**src/rtl/fsrb_pkg.sv**
```systemverilog
package fsrb_pkg;

  typedef enum logic {
    ROLE_UP   = 1'b0,
    ROLE_DOWN = 1'b1
  } fsrb_role_e;

  // Defaults: 4 ms debounce and 100 ms hold at a 250 MHz clock.
  localparam int unsigned DEF_SYNC_STAGES     = 2;
  localparam int unsigned DEF_DEBOUNCE_CYCLES = 1000000;
  localparam int unsigned DEF_HOLD_CYCLES     = 25000000;

  // Bit positions of the asynchronous inputs inside the synchroniser vector.
  localparam int unsigned IDX_PERST = 0;
  localparam int unsigned IDX_LOS   = 1;

endpackage

```
**src/rtl/fsrb_sync.sv**
```systemverilog
module fsrb_sync #(
  parameter int unsigned      WIDTH   = 2,
  parameter int unsigned      STAGES  = 2,
  parameter logic [WIDTH-1:0] RST_VAL = '0
) (
  input  logic             clk_i,
  input  logic             rst_ni,
  input  logic [WIDTH-1:0] d_i,
  output logic [WIDTH-1:0] q_o
);

  logic [STAGES-1:0][WIDTH-1:0] chain_q;
  logic [STAGES-1:0][WIDTH-1:0] chain_d;

  // Shift one stage per clock; the first stage samples the raw inputs.
  always_comb begin
    chain_d = {chain_q[STAGES-2:0], d_i};
  end

  always_ff @(posedge clk_i or negedge rst_ni) begin
    if (!rst_ni) begin
      chain_q <= {STAGES{RST_VAL}};
    end else begin
      chain_q <= chain_d;
    end
  end

  assign q_o = chain_q[STAGES-1];

endmodule

```
**src/rtl/fsrb_debounce.sv**
```systemverilog
module fsrb_debounce #(
  parameter int unsigned CYCLES  = 1000000,
  parameter logic        RST_VAL = 1'b1
) (
  input  logic clk_i,
  input  logic rst_ni,
  input  logic in_i,
  output logic filt_o
);

  localparam int unsigned CW = (CYCLES > 1) ? $clog2(CYCLES) : 1;
  localparam logic [CW-1:0] LAST = CW'(CYCLES - 1);

  logic [CW-1:0] cnt_q, cnt_d;
  logic          filt_q, filt_d;
  logic          cnt_en;

  // The count runs only while the input disagrees with the filtered state.
  always_comb begin
    filt_d = filt_q;
    cnt_d  = '0;
    cnt_en = (cnt_q != '0) || (in_i != filt_q);
    if (in_i != filt_q) begin
      if (cnt_q == LAST) begin
        filt_d = in_i;
        cnt_d  = '0;
      end else begin
        cnt_d = cnt_q + 1'b1;
      end
    end
  end

  always_ff @(posedge clk_i or negedge rst_ni) begin
    if (!rst_ni) begin
      cnt_q  <= '0;
      filt_q <= RST_VAL;
    end else begin
      if (cnt_en) begin
        cnt_q <= cnt_d;
      end
      filt_q <= filt_d;
    end
  end

  assign filt_o = filt_q;

endmodule

```
**src/rtl/fsrb_hold.sv**
```systemverilog
module fsrb_hold #(
  parameter int unsigned CYCLES = 25000000
) (
  input  logic clk_i,
  input  logic rst_ni,
  input  logic lost_i,
  output logic reset_act_o
);

  localparam int unsigned CW = (CYCLES > 1) ? $clog2(CYCLES) : 1;
  localparam logic [CW-1:0] LAST = CW'(CYCLES - 1);

  logic [CW-1:0] cnt_q, cnt_d;
  logic          act_q, act_d;
  logic          cnt_en;

  // Loss asserts reset at once; a clear link must persist for CYCLES before release.
  always_comb begin
    act_d  = act_q;
    cnt_d  = cnt_q;
    cnt_en = 1'b0;
    if (lost_i) begin
      act_d  = 1'b1;
      cnt_d  = '0;
      cnt_en = (cnt_q != '0);
    end else if (act_q) begin
      cnt_en = 1'b1;
      if (cnt_q == LAST) begin
        act_d = 1'b0;
        cnt_d = '0;
      end else begin
        cnt_d = cnt_q + 1'b1;
      end
    end
  end

  always_ff @(posedge clk_i or negedge rst_ni) begin
    if (!rst_ni) begin
      cnt_q <= '0;
      act_q <= 1'b1;
    end else begin
      if (cnt_en) begin
        cnt_q <= cnt_d;
      end
      act_q <= act_d;
    end
  end

  assign reset_act_o = act_q;

endmodule

```
**src/rtl/fiber_rst_bridge.sv**
```systemverilog
module fiber_rst_bridge
  import fsrb_pkg::*;
#(
  parameter int unsigned SYNC_STAGES     = DEF_SYNC_STAGES,
  parameter int unsigned DEBOUNCE_CYCLES = DEF_DEBOUNCE_CYCLES,
  parameter int unsigned HOLD_CYCLES     = DEF_HOLD_CYCLES
) (
  input  logic clk_i,
  input  logic rst_n,
  input  logic role_i,
  input  logic perst_n_i,
  input  logic los_i,
  output logic tx_disable_o,
  output logic perst_n_o,
  output logic prsnt_n_o
);

  localparam int unsigned NUM_ASYNC = 2;
  // Safe values before the chain fills: link lost, host reset asserted.
  localparam logic [NUM_ASYNC-1:0] SYNC_RST = NUM_ASYNC'(1 << IDX_LOS);

  logic [NUM_ASYNC-1:0] async_raw;
  logic [NUM_ASYNC-1:0] async_sync;
  logic                 los_sync;
  logic                 perst_n_sync;
  logic                 los_filt;
  logic                 ds_reset_act;
  fsrb_role_e           role;

  logic tx_dis_q, tx_dis_d;
  logic perst_n_q, perst_n_d;
  logic prsnt_n_q;

  assign role = fsrb_role_e'(role_i);

  always_comb begin
    async_raw            = '0;
    async_raw[IDX_PERST] = perst_n_i;
    async_raw[IDX_LOS]   = los_i;
  end

  fsrb_sync #(
    .WIDTH  (NUM_ASYNC),
    .STAGES (SYNC_STAGES),
    .RST_VAL(SYNC_RST)
  ) u_sync (
    .clk_i (clk_i),
    .rst_ni(rst_n),
    .d_i   (async_raw),
    .q_o   (async_sync)
  );

  assign los_sync     = async_sync[IDX_LOS];
  assign perst_n_sync = async_sync[IDX_PERST];

  fsrb_debounce #(
    .CYCLES (DEBOUNCE_CYCLES),
    .RST_VAL(1'b1)
  ) u_los_db (
    .clk_i (clk_i),
    .rst_ni(rst_n),
    .in_i  (los_sync),
    .filt_o(los_filt)
  );

  fsrb_hold #(
    .CYCLES(HOLD_CYCLES)
  ) u_hold (
    .clk_i      (clk_i),
    .rst_ni     (rst_n),
    .lost_i     (los_filt),
    .reset_act_o(ds_reset_act)
  );

  // Output selection by role.
  always_comb begin
    if (role == ROLE_DOWN) begin
      tx_dis_d  = 1'b0;
      perst_n_d = ~ds_reset_act;
    end else begin
      tx_dis_d  = ~perst_n_sync;
      perst_n_d = perst_n_sync;
    end
  end

  always_ff @(posedge clk_i or negedge rst_n) begin
    if (!rst_n) begin
      tx_dis_q  <= 1'b1;
      perst_n_q <= 1'b0;
      prsnt_n_q <= 1'b1;
    end else begin
      tx_dis_q  <= tx_dis_d;
      perst_n_q <= perst_n_d;
      prsnt_n_q <= 1'b0;
    end
  end

  assign tx_disable_o = tx_dis_q;
  assign perst_n_o    = perst_n_q;
  assign prsnt_n_o    = prsnt_n_q;

endmodule

```
**config.mk**
```make
export PLATFORM = sky130hd
export DESIGN_NAME = fiber_rst_bridge
export DESIGN_NICKNAME = d
export VERILOG_FILES = /design/src/rtl/fsrb_pkg.sv /design/src/rtl/fsrb_sync.sv /design/src/rtl/fsrb_debounce.sv /design/src/rtl/fsrb_hold.sv /design/src/rtl/fiber_rst_bridge.sv
export SDC_FILE = /design/constraint.sdc
export NUM_CORES = 1
export LEC_CHECK = 0
export ABC_AREA = 1
export BUFFER_PORTS_ARGS = -buffer_cell sky130_fd_sc_hd__buf_2
export CORE_ASPECT_RATIO = 0.8
export CORE_UTILIZATION = 60
export DETAILED_ROUTE_END_ITERATION = 12
export PLACE_DENSITY = 0.78
export SYNTH_ARGS = -nofsm -noshare
export SYNTH_HDL_FRONTEND = slang
export SYNTH_SLANG_ARGS = --single-unit
```
**constraint.sdc**
```tcl
create_clock -name clk_i -period 3.95 [get_ports clk_i]
set_clock_uncertainty 0.05 [all_clocks]
set_input_delay 0.395 -clock clk_i [delete_from_list [all_inputs] [get_ports clk_i]]
set_output_delay 0.395 -clock clk_i [all_outputs]
set_load 0.01 [all_outputs]
```
==> impl_metrics.csv, run 1 <==
group,metric,value,unit
finish,area_growth,5.690,%
global_route,first_global_vias,2729,
setup_path,critPathMaxFanout,22,
cts,path_clk_slew,100,ps
synthesis,synth_nets,479,
cts,cts_tree,"done",
hold_path,hold_depth,1,
floorplanning,die_x,86.27,µm
drt,postRouteAntennaNets,0,
global_route,grt_pass1_wl,13390,µm
place,port_buffers,7,
sta,fin_tns_setup,0,ps
synthesis,synthDistinctLibCells,38,
drt,vias,2948,
floorplanning,die_h,69.41,µm
cts,cts-root-buf,"clkbuf_8",
setup_path,crit_arrival,2140,ps
pwr,swShare,23.78,%
cts,cts_setup_buffers,0,
global_route,grtUsageMet1,46.08,%
synthesis,synth.avg_cell_area,7.252,µm²
sta,final.min_clock_period,1971,ps
setup_path,critPathLaunchType,"register",
pwr,vdd_ir_drop_max,234.3,µV
pwr,pwr-share-clk,36.2,%
global_route,grtUsageMet3,4.881,%
sta,max_clock_freq,0.5072,GHz
synthesis,syn-instance-count,470,
synthesis,yosysSeqAreaShare,39.87,%
sta,slew_headroom,58.87,%
synthesis,yosys_register_bits,54,
global_route,antenna_found_initial,0,
drt,drt-initial-drc-count,318,
cts,ctsResizeCount,0,
floorplanning,ios,8,
cts,cts_sinks,54,
floorplanning,fp-row-count,24,
pwr,finalPower,0.001027,W
global_route,grt_overflow,0,
sta,worst_slew_pin_slew,615.6,ps
place,globalplace.congestion,0.9352,
cts,cts_buffers,5,
cts,htree_levels,2,
global_route,grt_max_degree,39,
floorplanning,die_area,0.005988,mm²
synthesis,syn_area,0.003408,mm²
sta,setup_violations,0,
pwr,p_switching,0.0002441,W
hold_path,hold_path_class,"primary input to register",
global_route,gr-usage-all-layers,28.89,%
finish,layout.nets,488,
drt,routed_wl,7560,µm
finish,antenna_cells,0,
synthesis,yosys-top-cells-area,"dfrtp_1 35%, nand2_1 14%, nor2_1 8.8%",
global_route,grt.busiest_layer,"met1",
place,hpwl,5514,µm
floorplanning,initial_core_util,62.36,%
cts,cts_buffer_depth,2,
drt,wl_per_cell,13.55,µm
pwr,powerDensity,285.0,mW/mm²
sta,post-route-period-util,49.91,%
global_route,met2_usage,40.65,%
status,status,"finished clean",
setup_path,crit_path_end_kind,"register",
pwr,intPower,0.0007826,W
drt,route.detailed.drc,0,
sta,final-max-slew-violation-count,0,
setup_path,crit_type,"register to register",
finish,layout-drive-gt1-share,11.67,%
synthesis,synth_largest_area_cell,"dfrtp_1",
flow_run,drv_cap,0,
cts,hold_buffers,1,
floorplanning,core_area,0.005465,mm²
drt,avgViaCountPerCell,5.283,
synthesis,synth.top_cell.area_share,35.24,%
finish,fill_cells,479,
pwr,p_seq_share,56.8,%
setup_path,rr_worst_depth,10,
synthesis,yosysWarnings,0,
pwr,combPwrFrac,7.0,%
sta,grt_setup_unrepaired,"no",
cts,clk_latency,310,ps
setup_path,crit_required,4120,ps
drt,drt_pass1_iterations,5,
pwr,leakagePower,1.632,nW
sta,hold_viol,0,
-- power groups by stage --
stage	combinational [W]	sequential (W)	clock (W)
floorplan	0.0000431	0.000591	0
global placement	0.0000678	0.000592	0
detailed placement	0.0000688	0.000593	0
CTS	0.0000712	0.000583	0.000380
global route	0.0000824	0.000586	0.000399
finish	0.0000721	0.000583	0.000372
-- final timing paths --
path | from | endpoint | slack, ps
worst max-delay path | u_hold.cnt_q[0]$_DFFE_PN0P_ | u_hold.cnt_q[8]$_DFFE_PN0P_ | 1980
worst min-delay path | los_i | u_sync.chain_d[3]$_DFF_PN1_ | 130
worst max register to register | u_hold.cnt_q[0]$_DFFE_PN0P_ | u_hold.cnt_q[8]$_DFFE_PN0P_ | 1980
worst min register to register | u_sync.chain_d[2]$_DFF_PN0_ | u_sync.q_o[0]$_DFF_PN0_ | 300
max in group asynchronous | rst_n | u_hold.reset_act_o$_DFF_PN1_ | 2550
min in group asynchronous | rst_n | u_los_db.cnt_q[9]$_DFFE_PN0P_ | 480
-- worst max-delay path, cell delays in order (launching register included) --
cell     delay [ps]
dfrtp_1         390
inv_1           150
ha_1            160
inv_1            30
nor2_1           90
nand2_1          60
nor2_1          120
nand3_2         110
a21oi_4         530
nand2_1          90
o21ai_0         100
-- per-stage QoR --
stage | utilization (%) | cells | setup slack [ps] | hold slack [ps] | instance area [µm²]
floorplan | - | 470 | 2390 | 49.41 | 3408
global route | 65.91 | 558 | 1717 | 109.6 | 3602
CTS | 65.91 | 558 | 1956 | 119.3 | 3602
detailed placement | 63.71 | 549 | 1994 | 289.7 | 3482
finish | 65.91 | 558 | 1979 | 126.2 | 3602
global placement | 63.71 | 549 | 2088 | 279.9 | 3482
-- registers in the layout, indices dropped and copies added (netlist names) --
| signal | count |
|---|---|
| u_sync.chain_d | 2 |
| prsnt_n_o | 1 |
| u_los_db.filt_o | 1 |
| tx_disable_o | 1 |
| u_sync.q_o | 2 |
| u_hold.reset_act_o | 1 |
| perst_n_o | 1 |
| u_hold.cnt_q | 25 |
| u_los_db.cnt_q | 20 |
-- area by class of cell --
type / instances / area (µm²) / area share (%)
multi-input cells: 355 / 1778 / 49.36
well taps: 78 / 97.59 / 2.709
flip-flops and latches: 54 / 1359 / 37.72
clock inverters: 2 / 37.54 / 1.042
clock buffers: 6 / 72.57 / 2.015
repair buffers: 9 / 52.55 / 1.459
inverters: 54 / 205.2 / 5.696
-- logic make-up (layout without fill, tap and decap cells) --
kind of cell             Yosys count  in the layout  share of synthesized area [%]
buffers and inverters             61             71                          7.966
other                              1              1                         0.1100
AO/OA/AOI/OAI                     34             34                          5.874
flip-flops                        54             54                          39.87
adder cells (fa/ha/maj)            4              4                          1.468
XOR/XNOR                          19             19                          5.103
AND/OR/NAND/NOR                  297            297                          39.61
-- routing by layer --
metal | up-vias | part of all wire (%)
met4 | 0 | 0.95
met3 | 8 | 6.5
met5 | - | 0
met1 | 1360 | 51
met2 | 98 | 41
li1 | 1482 | -
-- Yosys cell counts --
master    number
nor2_2         5
dfstp_2        6
inv_1         51
and2_1         2
conb_1         1
xor2_1        15
nor2_4         8
nand3_1       35
o21bai_1       3
o21ai_0       10
nor3_1        11
o21ai_2        2
nand4_1        7
a21oi_4        1
xnor2_1        3
nand2_1      131
inv_4          1
nor2_1        80
inv_2          1
nand2_2        6
dfrtp_1       48
nand3b_1       1
nand3_2        3
a21oi_1        6
nor3b_1        1
or2_4          1
nor3_4         1
ha_1           4
o21ai_1       11
xnor2_2        1
nand2_4        1
nor4_1         1
buf_2          2
clkinv_1       1
buf_6          5
nand4_2        1
or2_2          2
a21oi_2        1
-- cells in the final DEF, fill, tap and decap left out, types with 7 or more instances in the layout --
| cell | instances |
|---|---|
| buf_2 | 7 |
| dfrtp_1 | 48 |
| inv_1 | 51 |
| nand2_1 | 131 |
| nand3_1 | 35 |
| nand4_1 | 7 |
| nor2_1 | 80 |
| nor2_4 | 8 |
| nor3_1 | 11 |
| o21ai_0 | 10 |
| o21ai_1 | 11 |
| xor2_1 | 15 |
No activity file was read; power rests on OpenSTA's default activity.
==> run 2: changes to the inputs <==
ABC_AREA = 0   (was 1)
CORE_UTILIZATION = 56   (was 60)
PLACE_DENSITY = 0.77   (was 0.78)
clock period = 1.6 ns   (was 3.95 ns; I/O delays follow)
==> impl_metrics.csv, run 2 <==
group,metric,value,unit
global_route,antenna_found_initial,0,
cts,clk_latency,340,ps
setup_path,critical_path_buf_inv_count,1,
sta,hold_viol,0,
global_route,grt_pass1_wl,15480,µm
setup_path,crit_arrival,2420,ps
pwr,intPower,0.001931,W
place,place_inst,459,
cts,cts_buffer_depth,2,
floorplanning,fp-row-count,23,
global_route,grt_max_degree,22,
finish,final_cells,506,
floorplanning,ios,8,
global_route,gr-usage-all-layers,36.08,%
sta,final-max-slew-violation-count,0,
sta,setup_violations,47,
finish,fill_cells,94,
finish,layout-drive-gt1-share,58.11,%
status,violations,"negative setup slack",
synthesis,synth_nets,320,
pwr,p_seq_share,52.9,%
setup_path,critPathLaunchType,"register",
finish,layout.nets,452,
sta,post-route-period-util,139.7,%
floorplanning,die_h,67.42,µm
synthesis,yosys-top-cells-area,"dfrtp_1 40%, dfstp_2 5.3%, nand3_1 4.2%",
floorplanning,initial_core_util,59.14,%
setup_path,path_cells,"ha_4, and3_1, nand4_1, buf_4, o21ai_4, o21ai_2, a22o_1",
pwr,swShare,28.59,%
finish,area_growth,62.36,%
finish,final_util,96.02,%
sta,final.setup.worst_slack,-634.4,ps
synthesis,synthFlopType,"dfrtp_1",
drt,vias,3945,
synthesis,synth_edf_count,0,
setup_path,ff2ff_setup_slack,-630,ps
cts,htree_levels,2,
drt,drt-initial-drc-count,656,
cts,cts_buffers,5,
cts,cts_tree,"done",
synthesis,yosys_register_bits,54,
sta,slew_headroom,65.57,%
place,hpwl,5514,µm
place,port_buffers,7,
finish,largest_reg_flops,25,
finish,regMostFlops,"u_hold.cnt_q",
synthesis,synthDistinctLibCells,57,
pwr,p_switching,0.0007731,W
drt,avgViaCountPerCell,7.796,
finish,mostFrequentLayoutCell,"buf_4",
pwr,combPwrFrac,14.0,%
sta,worst_slew_pin_slew,516.4,ps
finish,largestRegisters,"u_hold.cnt_q: 25 flops, u_los_db.cnt_q: 20 flops",
cts,cts-root-buf,"clkbuf_8",
cts,path_clk_slew,120,ps
drt,routed_wl,15190,µm
synthesis,synth.avg_cell_area,9.631,µm²
synthesis,synth_largest_area_cell,"dfrtp_1",
setup_path,crit_type,"register to register",
status,status,"complete, but fails checks",
synthesis,synthArstFlopShare,100.0,%
finish,layout_common_cells,"98 x buf_4, 41 x dfrtp_1, 26 x nand2_1",
synthesis,yosysSeqAreaShare,45.36,%
pwr,pwr-share-clk,33.1,%
pwr,vdd_ir_drop_max,910.0,µV
setup_path,critPathMaxStageDelay,450,ps
pwr,finalPower,0.002704,W
drt,route.detailed.drc,0,
setup_path,path_delay_family,"compound AO/OA/AOI/OAI gates",
hold_path,hold_path_class,"primary input to async pin",
global_route,grt_overflow,0,
drt,postRouteAntennaNets,0,
cts,cts_sinks,54,
sta,max_clock_freq,0.4475,GHz
synthesis,syn_area,0.002995,mm²
synthesis,yosysWarnings,0,
setup_path,critPathMaxFanout,6,
global_route,first_global_vias,3027,
pwr,powerDensity,556.1,mW/mm²
setup_path,crit_required,1790,ps
place,globalplace.congestion,0.8861,
synthesis,syn-instance-count,311,
finish,multi_input_area,0.002133,mm²
sta,final.min_clock_period,2234,ps
synthesis,netlist_top_cells_count,"48 x dfrtp_1, 31 x nand2_1, 27 x nor2_1, 25 x nand3_1, 15 x o21ai_0",
sta,grt_setup_unrepaired,"yes",
synthesis,yosysMostFrequentCell,"dfrtp_1",
finish,regArea,0.001368,mm²
floorplanning,die_x,83.77,µm
finish,antenna_cells,0,
floorplanning,die_area,0.005647,mm²
flow_run,drv_cap,0,
setup_path,slowest_stage,"dfrtp_1",
drt,wl_per_cell,30.02,µm
floorplanning,core_area,0.005065,mm²
pwr,leakagePower,2.139,nW
drt,drt_pass1_iterations,6,
setup_path,crit_path_end_kind,"register",
synthesis,synth.top_cell.area_share,40.10,%
run 2: kinds of logic after synthesis:
logic type	Yosys count	share of synthesized area, %
simple gates	142	25.90
compound gates	73	17.63
flops	54	45.36
buf+inv	20	4.093
xor+xnor	14	4.094
fa+ha+maj	4	1.671
mux	3	1.128
other cells	1	0.1252
run 2: final timing paths:
path | start | end | cells after the start
setup / recovery | u_hold.cnt_q[0]$_DFFE_PN0P_ | u_hold.cnt_q[21]$_DFFE_PN0P_ | 7
min in group clk_i | u_sync.chain_d[3]$_DFF_PN1_ | u_sync.q_o[1]$_DFF_PN1_ | 0
setup reg to reg | u_hold.cnt_q[0]$_DFFE_PN0P_ | u_hold.cnt_q[21]$_DFFE_PN0P_ | 7
max in group asynchronous | rst_n | u_sync.chain_d[3]$_DFF_PN1_ | 3
hold reg to reg | u_sync.chain_d[3]$_DFF_PN1_ | u_sync.q_o[1]$_DFF_PN1_ | 0
hold / removal | rst_n | u_los_db.cnt_q[14]$_DFFE_PN0P_ | 2
run 2: routing by layer:
layer | routed length [µm] | share of wire [%] | vias up | global-route usage (%)
met3 | 2286 | 15 | 197 | 6.601
met4 | 1385 | 9.1 | 2 | 16.53
met2 | 6321 | 42 | 490 | 56.91
li1 | - | - | 1429 | -
met1 | 5163 | 34 | 1827 | 49.33
met5 | 35 | 0.23 | - | 0
run 2: stage by stage:
step,cell area (µm²),worst slack [ps],hold WS [ps],setup TNS (ps)
6_report,4863,-634.4,296.3,-20330
5_1_grt,4863,-676.2,309.8,-20600
4_1_cts,4353,-254.2,269.1,-8166
3_5_place_dp,3830,-349.4,82.08,-10340
3_3_place_gp,3830,-294.7,74.96,-9007
2_1_floorplan,3105,-257.9,-185.6,-6242
run 2: final cells by class:
type                       count  share of cell area [%]
clock buffer                   6                   1.698
clock inverter                 2                  0.3602
inverter                      10                  0.7718
multi-input combinational    240                   43.86
sequential                    54                   28.12
tap                           62                   1.595
timing repair buffer         132                   23.59
run 2: power by group through the flow:
| stage | logic [W] | clock network, W | registers [W] |
|---|---|---|---|
| floorplan | 0.000106 | 0 | 0.00146 |
| global placement | 0.000253 | 0 | 0.00145 |
| finish | 0.000378 | 0.000895 | 0.00143 |
| detailed placement | 0.000259 | 0 | 0.00145 |
| CTS | 0.000308 | 0.000838 | 0.00142 |
| global route | 0.000398 | 0.000927 | 0.00143 |
run 2: worst reg2reg max path: stages (launching register included):
cell and delay [ps]:
dfrtp_1 450, ha_4 190, and3_1 260, nand4_1 270, buf_4 260, o21ai_4 310
o21ai_2 130, a22o_1 230
run 2: repair_timing:
action                     in CTS  in global routing
setup endpoints to repair      47                 47
gates cloned                    2                  3
setup buffers                  15                 17
hold endpoints to repair       16                  0
hold buffers                    4                  0
gates resized for setup        55                 70
pin swaps                      31                 45
==> run 3: changes to the inputs <==
CORE_MARGIN = 1.5   (was not set)
clock period = 1.84 ns   (was 1.6 ns; I/O delays follow)
==> impl_metrics.csv, run 3 (synthesized netlist as in run 2, its figures left out) <==
group,metric,value,unit
status,status,"complete, but fails checks",
status,violations,"design-rule violations, negative setup slack",
finish,area_growth,38.47,%
finish,layout-drive-gt1-share,42.96,%
place,globalplace.congestion,0.8995,
place,port_buffers,7,
setup_path,crit_path_end_kind,"register",
cts,cts-root-buf,"clkbuf_8",
cts,clk_latency,330,ps
finish,mostFrequentLayoutCell,"buf_4",
sta,final.min_clock_period,2114,ps
setup_path,crit_arrival,2260,ps
cts,path_clk_slew,120,ps
finish,antenna_cells,0,
setup_path,r2r-end,"u_hold.cnt_q[17]$_DFFE_PN0P_",
hold_path,hold_depth,0,
hold_path,hold_start,"u_sync.chain_d[3]$_DFF_PN1_",
pwr,leakagePower,1.802,nW
floorplanning,core_area,0.005094,mm²
sta,grt_setup_unrepaired,"yes",
global_route,gr-usage-all-layers,33.06,%
global_route,grt_overflow,0,
finish,layout_common_cells,"69 x buf_4, 44 x dfrtp_1, 28 x nand2_1",
global_route,grt_pass1_wl,14560,µm
cts,cts_tree,"done",
drt,avgViaCountPerCell,6.867,
sta,max_clock_freq,0.4731,GHz
floorplanning,ios,8,
floorplanning,die_h,68.42,µm
floorplanning,fp-row-count,23,
pwr,vdd_ir_drop_max,355.6,µV
drt,routed_wl,9935,µm
finish,final_cells,467,
sta,post-route-period-util,114.9,%
drt,vias,3207,
cts,htree_levels,2,
floorplanning,die_x,84.77,µm
cts,cts_buffers,5,
setup_path,critPathMaxFanout,8,
setup_path,rr_worst_depth,9,
setup_path,ff2ff_setup_slack,-270,ps
drt,wl_per_cell,21.27,µm
place,place_inst,432,
sta,final-max-slew-violation-count,0,
setup_path,critPathLaunchType,"register",
hold_path,whs_endpoint,"u_sync.q_o[1]$_DFF_PN1_",
global_route,antenna_found_initial,0,
sta,setup_violations,25,
pwr,finalPower,0.002231,W
setup_path,crit_type,"register to register",
floorplanning,initial_core_util,58.81,%
global_route,grt_max_degree,55,
setup_path,reg2reg_from,"u_hold.cnt_q[0]$_DFFE_PN0P_",
finish,fin_area,0.004148,mm²
drt,route.detailed.drc,1,
sta,final.setup.worst_slack,-273.8,ps
sta,hold_viol,0,
drt,drt-initial-drc-count,531,
global_route,first_global_vias,2923,
floorplanning,die_area,0.005800,mm²
flow_run,drv_cap,0,
finish,layout.nets,413,
cts,cts_sinks,54,
finish,final_util,81.43,%
place,hpwl,5186,µm
pwr,powerDensity,538.0,mW/mm²
setup_path,crit_required,1980,ps
drt,postRouteAntennaNets,0,
finish,largest_reg_flops,25,
place,dpl-instance-area,0.003518,mm²
cts,cts_buffer_depth,2,
finish,largestRegisters,"u_hold.cnt_q: 25 flops, u_los_db.cnt_q: 20 flops",
drt,drt_pass1_iterations,9,
hold_path,hold_path_class,"register to register",
finish,regMostFlops,"u_hold.cnt_q",
[run 3: repair_timing]
| item | in CTS | in global routing |
|---|---|---|
| hold buffers | 4 | 0 |
| gates cloned | 2 | 1 |
| endpoints found under the hold margin | 51 | 0 |
| gates resized for setup | 31 | 38 |
| endpoints found under the setup margin | 33 | 43 |
| setup buffers | 17 | 4 |
| pin swaps | 20 | 15 |
[run 3: stage by stage]
step | hold WS, ps | setup TNS (ps) | worst slack [ps]
6_report | 311.1 | -3322 | -273.8
5_1_grt | 316.8 | -6338 | -333.7
4_1_cts | 311.8 | -318.0 | -52.00
3_5_place_dp | 151.4 | -3551 | -213.1
3_3_place_gp | 148.6 | -2395 | -167.7
2_1_floorplan | -161.6 | -41.03 | -19.11
[run 3: layout make-up]
type	instances	area, µm²
multi-input combinational	239	1787
sequential	54	1364
fill	260	945.9
timing repair buffer	94	782.0
clock buffer	6	82.58
tap	62	77.57
inverter	10	37.54
clock inverter	2	17.52
[run 3: worst max-delay path by stage]
| stage | start | endpoint | depth (start not counted) |
|---|---|---|---|
| floorplan | u_los_db.cnt_q[0]$_DFFE_PN0P_ | u_los_db.cnt_q[18]$_DFFE_PN0P_ | 7 |
| global placement | u_hold.cnt_q[15]$_DFFE_PN0P_ | u_hold.cnt_q[10]$_DFFE_PN0P_ | 5 |
| detailed placement | u_hold.cnt_q[1]$_DFFE_PN0P_ | u_hold.cnt_q[24]$_DFFE_PN0P_ | 7 |
| CTS | u_hold.cnt_q[8]$_DFFE_PN0P_ | u_hold.cnt_q[13]$_DFFE_PN0P_ | 9 |
| global route | u_hold.cnt_q[1]$_DFFE_PN0P_ | u_hold.cnt_q[17]$_DFFE_PN0P_ | 9 |
| finish | u_hold.cnt_q[0]$_DFFE_PN0P_ | u_hold.cnt_q[17]$_DFFE_PN0P_ | 9 |
[run 3: layer usage]
layer  track usage (%)  part of all wire [%]  vias to the layer above
li1                  -                     -                     1358
met1             42.80                    38                     1523
met2             52.30                    45                      256
met3             7.841                    11                       70
met4             17.83                   5.5                        0
met5                 0                     0                        -
[run 3: power breakdown]
group          internal [W]  leakage (nW)  switching, W  total (W)
Sequential          0.00122         0.715     0.0000166    0.00124
Clock              0.000312        0.0514      0.000432   0.000743
Combinational      0.000121          1.04      0.000130   0.000251
Total               0.00165          1.80      0.000578    0.00223
[run 3: critical path, stage by stage, from the launching register on]
cell     delay, ps
dfrtp_1        400
buf_6          140
ha_4           160
and3_4         140
nand4_1        100
buf_6          140
buf_4          110
o211a_4        230
nand2_1        130
o31ai_1        390
